### src/rtl/sru_pkg.sv
package sru_pkg;

    localparam int unsigned XLEN  = 64;
    localparam int unsigned HLEN  = XLEN / 2;
    localparam int unsigned AMT_W = $clog2(XLEN);

    typedef enum logic [2:0] {
        OP_SLL = 3'd0,
        OP_SRL = 3'd1,
        OP_SLA = 3'd2,
        OP_SRA = 3'd3,
        OP_RLL = 3'd4
    } sr_op_e;

    typedef enum logic [1:0] {
        WD_32   = 2'd0,
        WD_64   = 2'd1,
        WD_PAIR = 2'd2
    } sr_width_e;

    typedef struct packed {
        logic [XLEN-1:0] value;
        logic [1:0]      cc;
        logic            cc_upd;
    } sr_resp_t;

    function automatic logic is_narrow(input logic [1:0] w);
        return w == WD_32;
    endfunction

    // Condition code of a signed value: 0 zero, 1 negative, 2 positive.
    function automatic logic [1:0] sign_cc(input logic [XLEN-1:0] v);
        if (v == '0)
            return 2'd0;
        else if (v[XLEN-1])
            return 2'd1;
        else
            return 2'd2;
    endfunction

endpackage

### src/rtl/sru_amount.sv
module sru_amount #(
    parameter int unsigned DATA_W = 64,
    parameter int unsigned DISP_W = 20,
    parameter int unsigned BREG_W = 4,
    localparam int unsigned AMT_W = $clog2(DATA_W)
) (
    input  logic [BREG_W-1:0] base_reg,
    input  logic [DATA_W-1:0] base_val,
    input  logic [DISP_W-1:0] disp,
    output logic [AMT_W-1:0]  amount
);
    logic [DATA_W-1:0] disp_ext;
    logic [DATA_W-1:0] eff_addr;

    assign disp_ext = {{(DATA_W-DISP_W){disp[DISP_W-1]}}, disp};

    always_comb begin
        if (base_reg == '0)
            eff_addr = disp_ext;
        else
            eff_addr = base_val + disp_ext;
        amount = eff_addr[AMT_W-1:0];
    end
endmodule

### src/rtl/sru_shift_core.sv
module sru_shift_core
    import sru_pkg::*;
(
    input  logic [2:0]       op,
    input  logic             narrow,
    input  logic [XLEN-1:0]  operand,
    input  logic [AMT_W-1:0] amount,
    output logic [XLEN-1:0]  result,
    output logic [XLEN-1:0]  cc_view,
    output logic             sla_ovf
);
    localparam logic [AMT_W:0] TOP_IDX = AMT_W'(XLEN - 1);

    logic [XLEN-1:0]   lo_zext;
    logic [XLEN-1:0]   lo_sext;
    logic [XLEN-1:0]   sll_full;
    logic [XLEN-1:0]   srl_full;
    logic [XLEN-1:0]   sra_full;
    logic [XLEN-1:0]   sla_src;
    logic [XLEN-1:0]   sla_shl;
    logic [XLEN-1:0]   sla_word;
    logic [XLEN-1:0]   ovf_mask;
    logic [2*XLEN-1:0] rot_wide;
    logic [XLEN-1:0]   rot_narrow;
    logic [XLEN-1:0]   sra_res;

    assign lo_zext = {{HLEN{1'b0}}, operand[HLEN-1:0]};
    assign lo_sext = {{HLEN{operand[HLEN-1]}}, operand[HLEN-1:0]};

    assign sll_full = (narrow ? lo_zext : operand) << amount;
    assign srl_full = (narrow ? lo_zext : operand) >> amount;
    assign sra_full = $unsigned($signed(narrow ? lo_sext : operand) >>> amount);

    // Arithmetic left works on a 64-bit word; a narrow operand sits on top.
    assign sla_src  = narrow ? {operand[HLEN-1:0], {HLEN{1'b0}}} : operand;
    assign sla_shl  = sla_src << amount;
    assign sla_word = {sla_src[XLEN-1], sla_shl[XLEN-2:0]};
    assign ovf_mask = {XLEN{1'b1}} << (TOP_IDX - {1'b0, amount});
    assign sla_ovf  = |((sla_src ^ {XLEN{sla_src[XLEN-1]}}) & ovf_mask);

    assign rot_wide = {operand, operand} << amount;
    always_comb begin
        logic [XLEN-1:0] pair32;
        pair32     = {operand[HLEN-1:0], operand[HLEN-1:0]} << amount[AMT_W-2:0];
        rot_narrow = {{HLEN{1'b0}}, pair32[XLEN-1:HLEN]};
    end

    assign sra_res = narrow ? {{HLEN{1'b0}}, sra_full[HLEN-1:0]} : sra_full;

    always_comb begin
        cc_view = '0;
        unique case (op)
            OP_SLL:  result = narrow ? {{HLEN{1'b0}}, sll_full[HLEN-1:0]} : sll_full;
            OP_SRL:  result = srl_full;
            OP_SLA: begin
                result  = narrow ? {{HLEN{1'b0}}, sla_word[XLEN-1:HLEN]} : sla_word;
                cc_view = sla_word;
            end
            OP_SRA: begin
                result  = sra_res;
                cc_view = narrow ? {sra_res[HLEN-1:0], {HLEN{1'b0}}} : sra_res;
            end
            OP_RLL:  result = narrow ? rot_narrow : rot_wide[2*XLEN-1:XLEN];
            default: result = narrow ? lo_zext : operand;
        endcase
    end
endmodule

### src/rtl/sru_ccgen.sv
module sru_ccgen
    import sru_pkg::*;
(
    input  logic [2:0]      op,
    input  logic [XLEN-1:0] cc_view,
    input  logic            sla_ovf,
    output logic [1:0]      cc,
    output logic            cc_upd
);
    always_comb begin
        cc     = 2'd0;
        cc_upd = 1'b0;
        if (op == OP_SLA) begin
            cc_upd = 1'b1;
            cc     = sla_ovf ? 2'd3 : sign_cc(cc_view);
        end else if (op == OP_SRA) begin
            cc_upd = 1'b1;
            cc     = sign_cc(cc_view);
        end
    end
endmodule

### src/rtl/shift_rot_unit.sv
module shift_rot_unit
    import sru_pkg::*;
#(
    parameter int unsigned DISP_W = 20,
    parameter int unsigned BREG_W = 4
) (
    input  logic              clk,
    input  logic              rst,
    input  logic              req_valid,
    output logic              req_ready,
    input  logic [2:0]        req_op,
    input  logic [1:0]        req_width,
    input  logic [XLEN-1:0]   req_operand,
    input  logic [BREG_W-1:0] req_base_reg,
    input  logic [XLEN-1:0]   req_base_val,
    input  logic [DISP_W-1:0] req_disp,
    output logic              rsp_valid,
    output logic [XLEN-1:0]   rsp_result,
    output logic [1:0]        rsp_cc,
    output logic              rsp_cc_upd
);
    logic [AMT_W-1:0] amount;
    logic [XLEN-1:0]  core_result;
    logic [XLEN-1:0]  cc_view;
    logic             sla_ovf;
    sr_resp_t         next_resp;
    sr_resp_t         resp_q;
    logic             accept;

    assign req_ready = ~rst;
    assign accept    = req_valid & req_ready;

    sru_amount #(
        .DATA_W (XLEN),
        .DISP_W (DISP_W),
        .BREG_W (BREG_W)
    ) amount_i (
        .base_reg (req_base_reg),
        .base_val (req_base_val),
        .disp     (req_disp),
        .amount   (amount)
    );

    sru_shift_core core_i (
        .op      (req_op),
        .narrow  (is_narrow(req_width)),
        .operand (req_operand),
        .amount  (amount),
        .result  (core_result),
        .cc_view (cc_view),
        .sla_ovf (sla_ovf)
    );

    sru_ccgen ccgen_i (
        .op      (req_op),
        .cc_view (cc_view),
        .sla_ovf (sla_ovf),
        .cc      (next_resp.cc),
        .cc_upd  (next_resp.cc_upd)
    );

    assign next_resp.value = core_result;

    always_ff @(posedge clk) begin
        if (rst) begin
            rsp_valid <= 1'b0;
            resp_q    <= '0;
        end else begin
            rsp_valid <= accept;
            if (accept)
                resp_q <= next_resp;
        end
    end

    assign rsp_result = resp_q.value;
    assign rsp_cc     = resp_q.cc;
    assign rsp_cc_upd = resp_q.cc_upd;
endmodule

### config.mk
export PLATFORM = sky130hd
export DESIGN_NAME = shift_rot_unit
export DESIGN_NICKNAME = d
export VERILOG_FILES = /design/src/rtl/sru_pkg.sv /design/src/rtl/sru_amount.sv /design/src/rtl/sru_shift_core.sv /design/src/rtl/sru_ccgen.sv /design/src/rtl/shift_rot_unit.sv
export SDC_FILE = /design/constraint.sdc
export NUM_CORES = 1
export LEC_CHECK = 0
export ABC_AREA = 1
export BUFFER_PORTS_ARGS = -buffer_cell sky130_fd_sc_hd__buf_2
export CAP_MARGIN = 5
export CORE_ASPECT_RATIO = 2
export CORE_UTILIZATION = 38
export CTS_CLUSTER_SIZE = 10
export DETAILED_ROUTE_END_ITERATION = 6
export SLEW_MARGIN = 40
export SYNTH_ARGS = -nofsm -noshare
export SYNTH_HDL_FRONTEND = slang
export SYNTH_HIERARCHICAL = 1
export SYNTH_SLANG_ARGS = --single-unit
### constraint.sdc
create_clock -name clk -period 3.9 [get_ports clk]
set_clock_uncertainty 0.15 [all_clocks]
set_input_delay 0.39 -clock clk [delete_from_list [all_inputs] [get_ports clk]]
set_output_delay 0.39 -clock clk [all_outputs]
set_load 0.02 [all_outputs]
==> results of run 1 <==
stage by stage:
stage                     instances  hold slack, ps  utilization (%)
after CTS                      6410           65.82            54.56
after detailed placement       6380           330.7            53.27
after global placement         6380           322.6            53.27
after floorplan                4799           312.4                -
cells by family after synthesis:
| family | synth area share (%) |
|---|---|
| flip-flops | 6.012 |
| XOR/XNOR | 1.702 |
| AND/OR/NAND/NOR | 67.67 |
| buffers and inverters | 10.57 |
| multiplexers | 0.04421 |
| AO/OA/AOI/OAI | 13.64 |
| adder cells (fa/ha/maj) | 0.3647 |
per-layer routing:
metal  GRT usage [%]  overflow
met4           78.97       514
met5           24.18         3
met1           79.59         9
met3           57.98        24
met2           102.5      1638
cells in the mapped netlist, types with 60 or more instances:
library cell / count / area share [%]
inv_1: 164 / 2.7
buf_2: 118 / 2.6
o21ai_0: 196 / 4.3
nor2_1: 408 / 6.8
clkbuf_1: 128 / 2.1
nand2_1: 1881 / 31
a21oi_1: 103 / 2.3
nand4_1: 77 / 2.1
buf_1: 70 / 1.2
nand3_1: 1173 / 26
o21ai_1: 99 / 2.2
o211ai_1: 60 / 2.0
dfxtp_1: 68 / 6.0
what timing repair did:
action / CTS
gates resized for setup: 77
pin swaps: 15
setup endpoints to repair: 5
hold buffers: 0
endpoints found under the hold margin: 0
buffers inserted: 12
cloned: 2
==> flow_metrics.env, run 1 <==
export IMPL_place_ws_ps=-815.2
export IMPL_firstError="[ERROR GRT-0116] Global routing finished with congestion. Check the congestion regions in the DRC Viewer."
export IMPL_cts_root_buf="clkbuf_16"
export IMPL_port_buffers=156
export IMPL_netlist_instances=4799
export IMPL_gp_congestion=1.297
export IMPL_placementRows=126
export IMPL_die_height_um=347.2
export IMPL_async_flop_share_pct=0
export IMPL_grt_max_degree=89
export IMPL_status="did not finish"
export IMPL_yosysWarnings=6
export IMPL_die_w_um=174.6
export IMPL_yosys_cell_types_count=56
export IMPL_h_tree_depth=3
export IMPL_lastStage="global routing"
export IMPL_synth_seq_area_share_pct=6.012
export IMPL_ios=229
export IMPL_start_util_pct=38.40
export IMPL_grt_pass1_wl_mm=362.7
export IMPL_ys_ff_latch=68
export IMPL_numCtsBuffers=9
export IMPL_clock_sinks=68
export IMPL_grt_pass1_vias=44640
export IMPL_post_dp_hpwl_mm=164.5
export IMPL_grt_usage_pct=79.89
export IMPL_syn_avg_cell_area_um2=4.718
export IMPL_syn_nets=4965
export IMPL_clock_path_buffers=2
export IMPL_synth_edf_count=0
export IMPL_post_dp_cell_area_um2=31410
export IMPL_synthFlopType="dfxtp_1"
export IMPL_grt_overflow_total=2188
export IMPL_syn_area_um2=22640
==> inputs of run 2 (changes only) <==
--- a/config.mk
+++ b/config.mk
@@ -8,10 +8,9 @@
 export ABC_AREA = 1
 export BUFFER_PORTS_ARGS = -buffer_cell sky130_fd_sc_hd__buf_2
 export CAP_MARGIN = 5
-export CORE_ASPECT_RATIO = 2
-export CORE_UTILIZATION = 38
-export CTS_CLUSTER_SIZE = 10
+export CORE_UTILIZATION = 23
 export DETAILED_ROUTE_END_ITERATION = 6
+export PLACE_DENSITY_LB_ADDON = 0.15
 export SLEW_MARGIN = 40
 export SYNTH_ARGS = -nofsm -noshare
 export SYNTH_HDL_FRONTEND = slang
==> flow_metrics.env, run 2 <==
export IMPL_worst_slack_ps=-334.1
export IMPL_yosysWarnings=6
export IMPL_clock_latency_ps=350
export IMPL_path_max_fanout=16
export IMPL_relSlewSlack_pct=34.73
export IMPL_die_height_um=315.8
export IMPL_clock_path_buffers=2
export IMPL_yosysTopAreaCell="nand2_1"
export IMPL_synth_edf_count=0
export IMPL_wire_per_inst_um=32.11
export IMPL_cts_root_buf="clkbuf_16"
export IMPL_antenna_found_initial=10
export IMPL_violations="negative setup slack"
export IMPL_layout_common_cells="nand2_1, buf_4, nand3_1"
export IMPL_rsz0062_at_grt="true"
export IMPL_power_density_nw_per_um2=448.8
export IMPL_crit_type="input port to flop"
export IMPL_port_buffers=156
export IMPL_gp_congestion=1.126
export IMPL_placementRows=114
export IMPL_ir_drop_mv=0.2075
export IMPL_clk_pin_slew_ps=70
export IMPL_dr_total_vias=41100
export IMPL_p_leak_uw=0.01929
export IMPL_die_w_um=315.8
export IMPL_hold_ws_ps=75.97
export IMPL_synth_commonest_cells="nand2_1, nand3_1, nor2_1"
export IMPL_netlist_instances=4799
export IMPL_vias_per_cell=5.690
export IMPL_dieArea_um2=99700
export IMPL_synthFlopType="dfxtp_1"
export IMPL_status="complete, but fails checks"
export IMPL_synth_top_cell_area_share_pct=31.18
export IMPL_async_flop_share_pct=0
export IMPL_tns_ps=-561.6
export IMPL_syn2layout_area_growth_pct=61.21
export IMPL_fin_crit_sh_pct=108.6
export IMPL_numCtsBuffers=9
export IMPL_layout_commonest_cell="nand2_1"
export IMPL_cp_end_kind="flop"
export IMPL_ys_ff_latch=68
export IMPL_crit_arrival_ps=4320
export IMPL_post_dp_hpwl_mm=188.8
export IMPL_synth_most_common_cell="nand2_1"
export IMPL_grt_usage_pct=45.05
export IMPL_nets=6103
export IMPL_ios=229
export IMPL_drt_iter0_drc=6010
export IMPL_fmax_mhz=236.2
export IMPL_critPathRequiredTime_ps=3990
export IMPL_tritoncts="done"
export IMPL_hold_violations=0
export IMPL_clock_sinks=68
export IMPL_hold_buffers=0
export IMPL_drv_cap=0
export IMPL_tightest_slew_ps=978.0
export IMPL_core_area_um2=97140
export IMPL_hold_path_class="input port to flop"
export IMPL_setup_viol=7
export IMPL_remaining_drc_errors=0
export IMPL_layout_drive_gt1_share_pct=31.37
export IMPL_place_ws_ps=-1059
export IMPL_dp_cells=7170
export IMPL_grt_pass1_wl_mm=310.6
export IMPL_drv_slew=0
export IMPL_syn_avg_cell_area_um2=4.718
export IMPL_syn_area_um2=22640
export IMPL_drtPass1Iterations=7
export IMPL_power_uw=16380
export IMPL_yosys_cell_types_count=56
export IMPL_routed_wirelength_mm=231.9
export IMPL_h_tree_depth=3
export IMPL_grt_overflow_total=0
export IMPL_ant_nets=0
export IMPL_start_util_pct=23.31
export IMPL_start_kind="input port"
export IMPL_fin_cells=7223
export IMPL_yosys_top_cells_area="nand2_1, nand3_1, nor2_1"
export IMPL_synth_seq_area_share_pct=6.012
export IMPL_syn_nets=4965
export IMPL_min_period_ps=4234
export IMPL_grt_max_degree=68
export IMPL_grt_pass1_vias=37540
export IMPL_largest_register_ffs=64
## run 2: cell counts after synthesis
No cell type changed its count.
## run 2: path summary, 6_finish.rpt
| check | end | slack [ps] | depth (start not counted) | startpoint |
|---|---|---|---|---|
| setup / recovery | rsp_cc[1] | -330 | 28 | req_disp[0] |
| hold / removal | rsp_valid | 80 | 2 | rst |
| setup reg to reg | rsp_cc[1] | 3050 | 2 | rsp_cc[1] |
| hold reg to reg | rsp_result[32] | 340 | 2 | rsp_result[32] |
## run 2: timing repair
| item | 4_1_cts | 5_1_grt |
|---|---|---|
| setup buffers | 18 | 4 |
| cloned | 9 | 2 |
| setup endpoints to repair | 36 | 52 |
| gates resized for setup | 222 | 172 |
| pin swaps | 48 | 30 |
## run 2: cell families after synthesis
| family | Yosys count | share of synthesized area (%) |
|---|---|---|
| and+or+nand+nor | 3595 | 67.67 |
| adders and majority gates | 6 | 0.3647 |
| DFF | 68 | 6.012 |
| muxes | 1 | 0.04421 |
| buffers and inverters | 541 | 10.57 |
| AOI/OAI and AO/OA | 544 | 13.64 |
| xor gates and xnor gates | 44 | 1.702 |
## run 2: cell type report
cell class,count,area (µm²)
Clock buffer,9,225.2
Clock inverter,7,98.84
Antenna cell,5,12.51
Tap cell,1276,1597
Fill cell,11270,60630
Inverter,183,734.5
Multi-Input combinational cell,4190,20350
Sequential cell,68,1361
Timing Repair Buffer,1485,12130
## run 2: stage by stage
step	area [µm²]	util (%)
detailed placement	34170	35.18
global route	36490	37.57
CTS	35790	36.85
floorplan	22640	-
global placement	34170	35.17
finish	36500	37.58
## run 2: layer usage
layer	vias to the layer above	GRT usage [%]	part of all wire [%]
li1	18330	-	-
met1	19500	60.20	42
met2	2629	63.85	39
met3	630	11.62	11
met4	10	28.22	8.2
met5	-	0	0.028
## run 2: critical path: stages
cell and delay [ps]:
buf_2 110, ha_4 140, inv_1 50, fa_2 540, o21ai_4 60, buf_12 160, buf_12 140, buf_16 160
buf_4 190, nand3_1 110, nand3_1 170, nand2_1 190, nand2_1 80, o21ai_0 80, buf_4 150, o21ai_0 180
o21ai_1 250, nand3_1 140, nor2_1 180, nand2_1 70, nor2_1 100, nand2_1 70, nor2_2 130, nand2_2 100
nand2_2 100, a21oi_2 70, nor2_1 130, nor2_1 60
## run 2: where the power goes
group	switching, µW	internal, µW	total [µW]
clock network	348	563	911
logic	9300	5380	14700
registers	30.2	759	789
total	9680	6700	16400
(Power assumes the default switching activity.)
==> inputs of run 3 (changes only) <==
--- a/config.mk
+++ b/config.mk
@@ -11,6 +11,7 @@
 export CORE_UTILIZATION = 23
 export DETAILED_ROUTE_END_ITERATION = 6
 export PLACE_DENSITY_LB_ADDON = 0.15
+export SKIP_CTS_REPAIR_TIMING = 1
 export SLEW_MARGIN = 40
 export SYNTH_ARGS = -nofsm -noshare
 export SYNTH_HDL_FRONTEND = slang
==> flow_metrics.env, run 3 (synthesis results as in run 2) <==
export IMPL_dieArea_um2=99700
export IMPL_p_leak_uw=0.01971
export IMPL_die_w_um=315.8
export IMPL_grt_pass1_vias=37100
export IMPL_hold_ws_ps=76.36
export IMPL_fmax_mhz=242.3
export IMPL_path_max_fanout=7
export IMPL_hold_path_class="input port to flop"
export IMPL_max_stage_delay_ps=450
export IMPL_pwr_share_seq_pct=4.7
export IMPL_numCtsBuffers=9
export IMPL_ant_nets=0
export IMPL_hp_start="rst"
export IMPL_core_area_um2=97140
export IMPL_largest_register_ffs=64
export IMPL_nets=6135
export IMPL_cp_end_kind="flop"
export IMPL_drtPass1Iterations=6
export IMPL_wire_per_inst_um=32.23
export IMPL_grt_overflow_total=0
export IMPL_h_tree_depth=3
export IMPL_port_buffers=156
export IMPL_clock_path_buffers=2
export IMPL_power_density_nw_per_um2=447.5
export IMPL_hold_violations=0
export IMPL_dr_total_vias=41440
export IMPL_power_uw=16870
export IMPL_ios=229
export IMPL_post_dp_cell_area_um2=34170
export IMPL_die_height_um=315.8
export IMPL_drv_cap=0
export IMPL_critPathRequiredTime_ps=4040
export IMPL_rsz0062_at_grt="true"
export IMPL_remaining_drc_errors=0
export IMPL_status="complete, but fails checks"
export IMPL_syn2layout_area_growth_pct=66.44
export IMPL_setup_viol=4
export IMPL_vias_per_cell=5.706
export IMPL_gp_congestion=1.126
export IMPL_tritoncts="done"
export IMPL_grt_pass1_wl_mm=306.1
export IMPL_routed_wirelength_mm=234.0
export IMPL_start_kind="input port"
export IMPL_final_util_pct=38.80
export IMPL_grt_usage_pct=44.31
export IMPL_post_dp_hpwl_mm=188.8
export IMPL_layout_common_cells="nand2_1, buf_4, nand3_1"
export IMPL_layout_drive_gt1_share_pct=33.76
export IMPL_grt_max_degree=68
export IMPL_fin_crit_sh_pct=105.8
export IMPL_drv_slew=0
export IMPL_switching_power_uw=9939
export IMPL_tightest_slew_ps=998.6
export IMPL_fill_cells=11190
export IMPL_crit_type="input port to flop"
export IMPL_final_area_um2=37680
export IMPL_clk_pin_slew_ps=70
export IMPL_layout_commonest_cell="nand2_1"
export IMPL_relSlewSlack_pct=33.35
export IMPL_switching_share_pct=58.93
export IMPL_slowest_stage="fa_2"
export IMPL_min_period_ps=4128
export IMPL_clockPowerShare_pct=5.4
export IMPL_place_ws_ps=-1059
export IMPL_violations="negative setup slack"
export IMPL_clock_sinks=68
export IMPL_placementRows=114
export IMPL_timing_rr_start="rsp_cc[1]"
export IMPL_crit_path_frequent_cell="nand2_1"
export IMPL_cts_root_buf="clkbuf_16"
export IMPL_start_util_pct=23.31
export IMPL_intPower_uw=6926
export IMPL_antenna_found_initial=16
export IMPL_ir_drop_mv=0.2087
export IMPL_crit_arrival_ps=4260
export IMPL_drt_iter0_drc=5993
export IMPL_crit_path_start="req_disp[0]"
export IMPL_worst_slack_ps=-227.5
export IMPL_clock_latency_ps=340
export IMPL_pwr_share_comb_pct=89.9
-- run 3: cell types whose count changed in the layout (fill, tap and decap cells not counted), moves of 11 or more --
cell	before	now
nand3_1	1063	1016
nand3_4	5	16
nand2_1	1777	1744
nand3_2	109	145
buf_6	18	47
nand2_2	103	125
o21ai_2	18	30
nand2_4	14	25
buf_12	73	84
-- run 3: layer usage --
| layer | GRT usage [%] | wire length, µm |
|---|---|---|
| met3 | 11.56 | 26410 |
| met1 | 59.23 | 96430 |
| met4 | 26.20 | 19050 |
| met5 | 0 | 138 |
| met2 | 63.39 | 92010 |
-- run 3: area by class of cell --
class | instances | area, µm² | share of cell area, %
well taps | 1276 | 1597 | 4.237
multi-input cells | 4190 | 21010 | 55.75
diodes | 12 | 30.03 | 0.07968
inverters | 183 | 750.7 | 1.992
repair buffers | 1517 | 12610 | 33.47
flip-flops and latches | 68 | 1361 | 3.612
clock inverters | 7 | 98.84 | 0.2623
clock buffers | 9 | 225.2 | 0.5976
-- run 3: worst paths after layout --
kind,to,depth (start not counted),slack [ps]
max,rsp_cc[1],30,-230
min,rsp_valid,2,80
max reg2reg,rsp_cc[1],2,3050
min reg2reg,rsp_result[32],2,340
-- run 3: through the flow --
stage,cells,setup TNS [ps]
3_5_place_dp,7170,-24200
6_report,7262,-335.0
5_1_grt,7251,-1147
3_3_place_gp,7170,-25050
2_1_floorplan,4799,0
4_1_cts,7186,-5706
-- run 3: worst max-delay path: cells and delay by family --
kind | cells | cell delay (ps)
AO/OA/AOI/OAI | 5 | 1020
adder cells (fa/ha/maj) | 2 | 610
AND/OR/NAND/NOR | 15 | 1250
buffers and inverters | 8 | 970
-- run 3: power groups by stage --
| stage | Combinational [µW] | Sequential, µW | Clock (µW) |
|---|---|---|---|
| after CTS | 13300 | 790 | 928 |
| after detailed placement | 13200 | 804 | 0 |
| final | 15200 | 789 | 912 |
| after global placement | 13300 | 803 | 0 |
| after floorplan | 5580 | 881 | 0 |
| after global routing | 15700 | 796 | 967 |
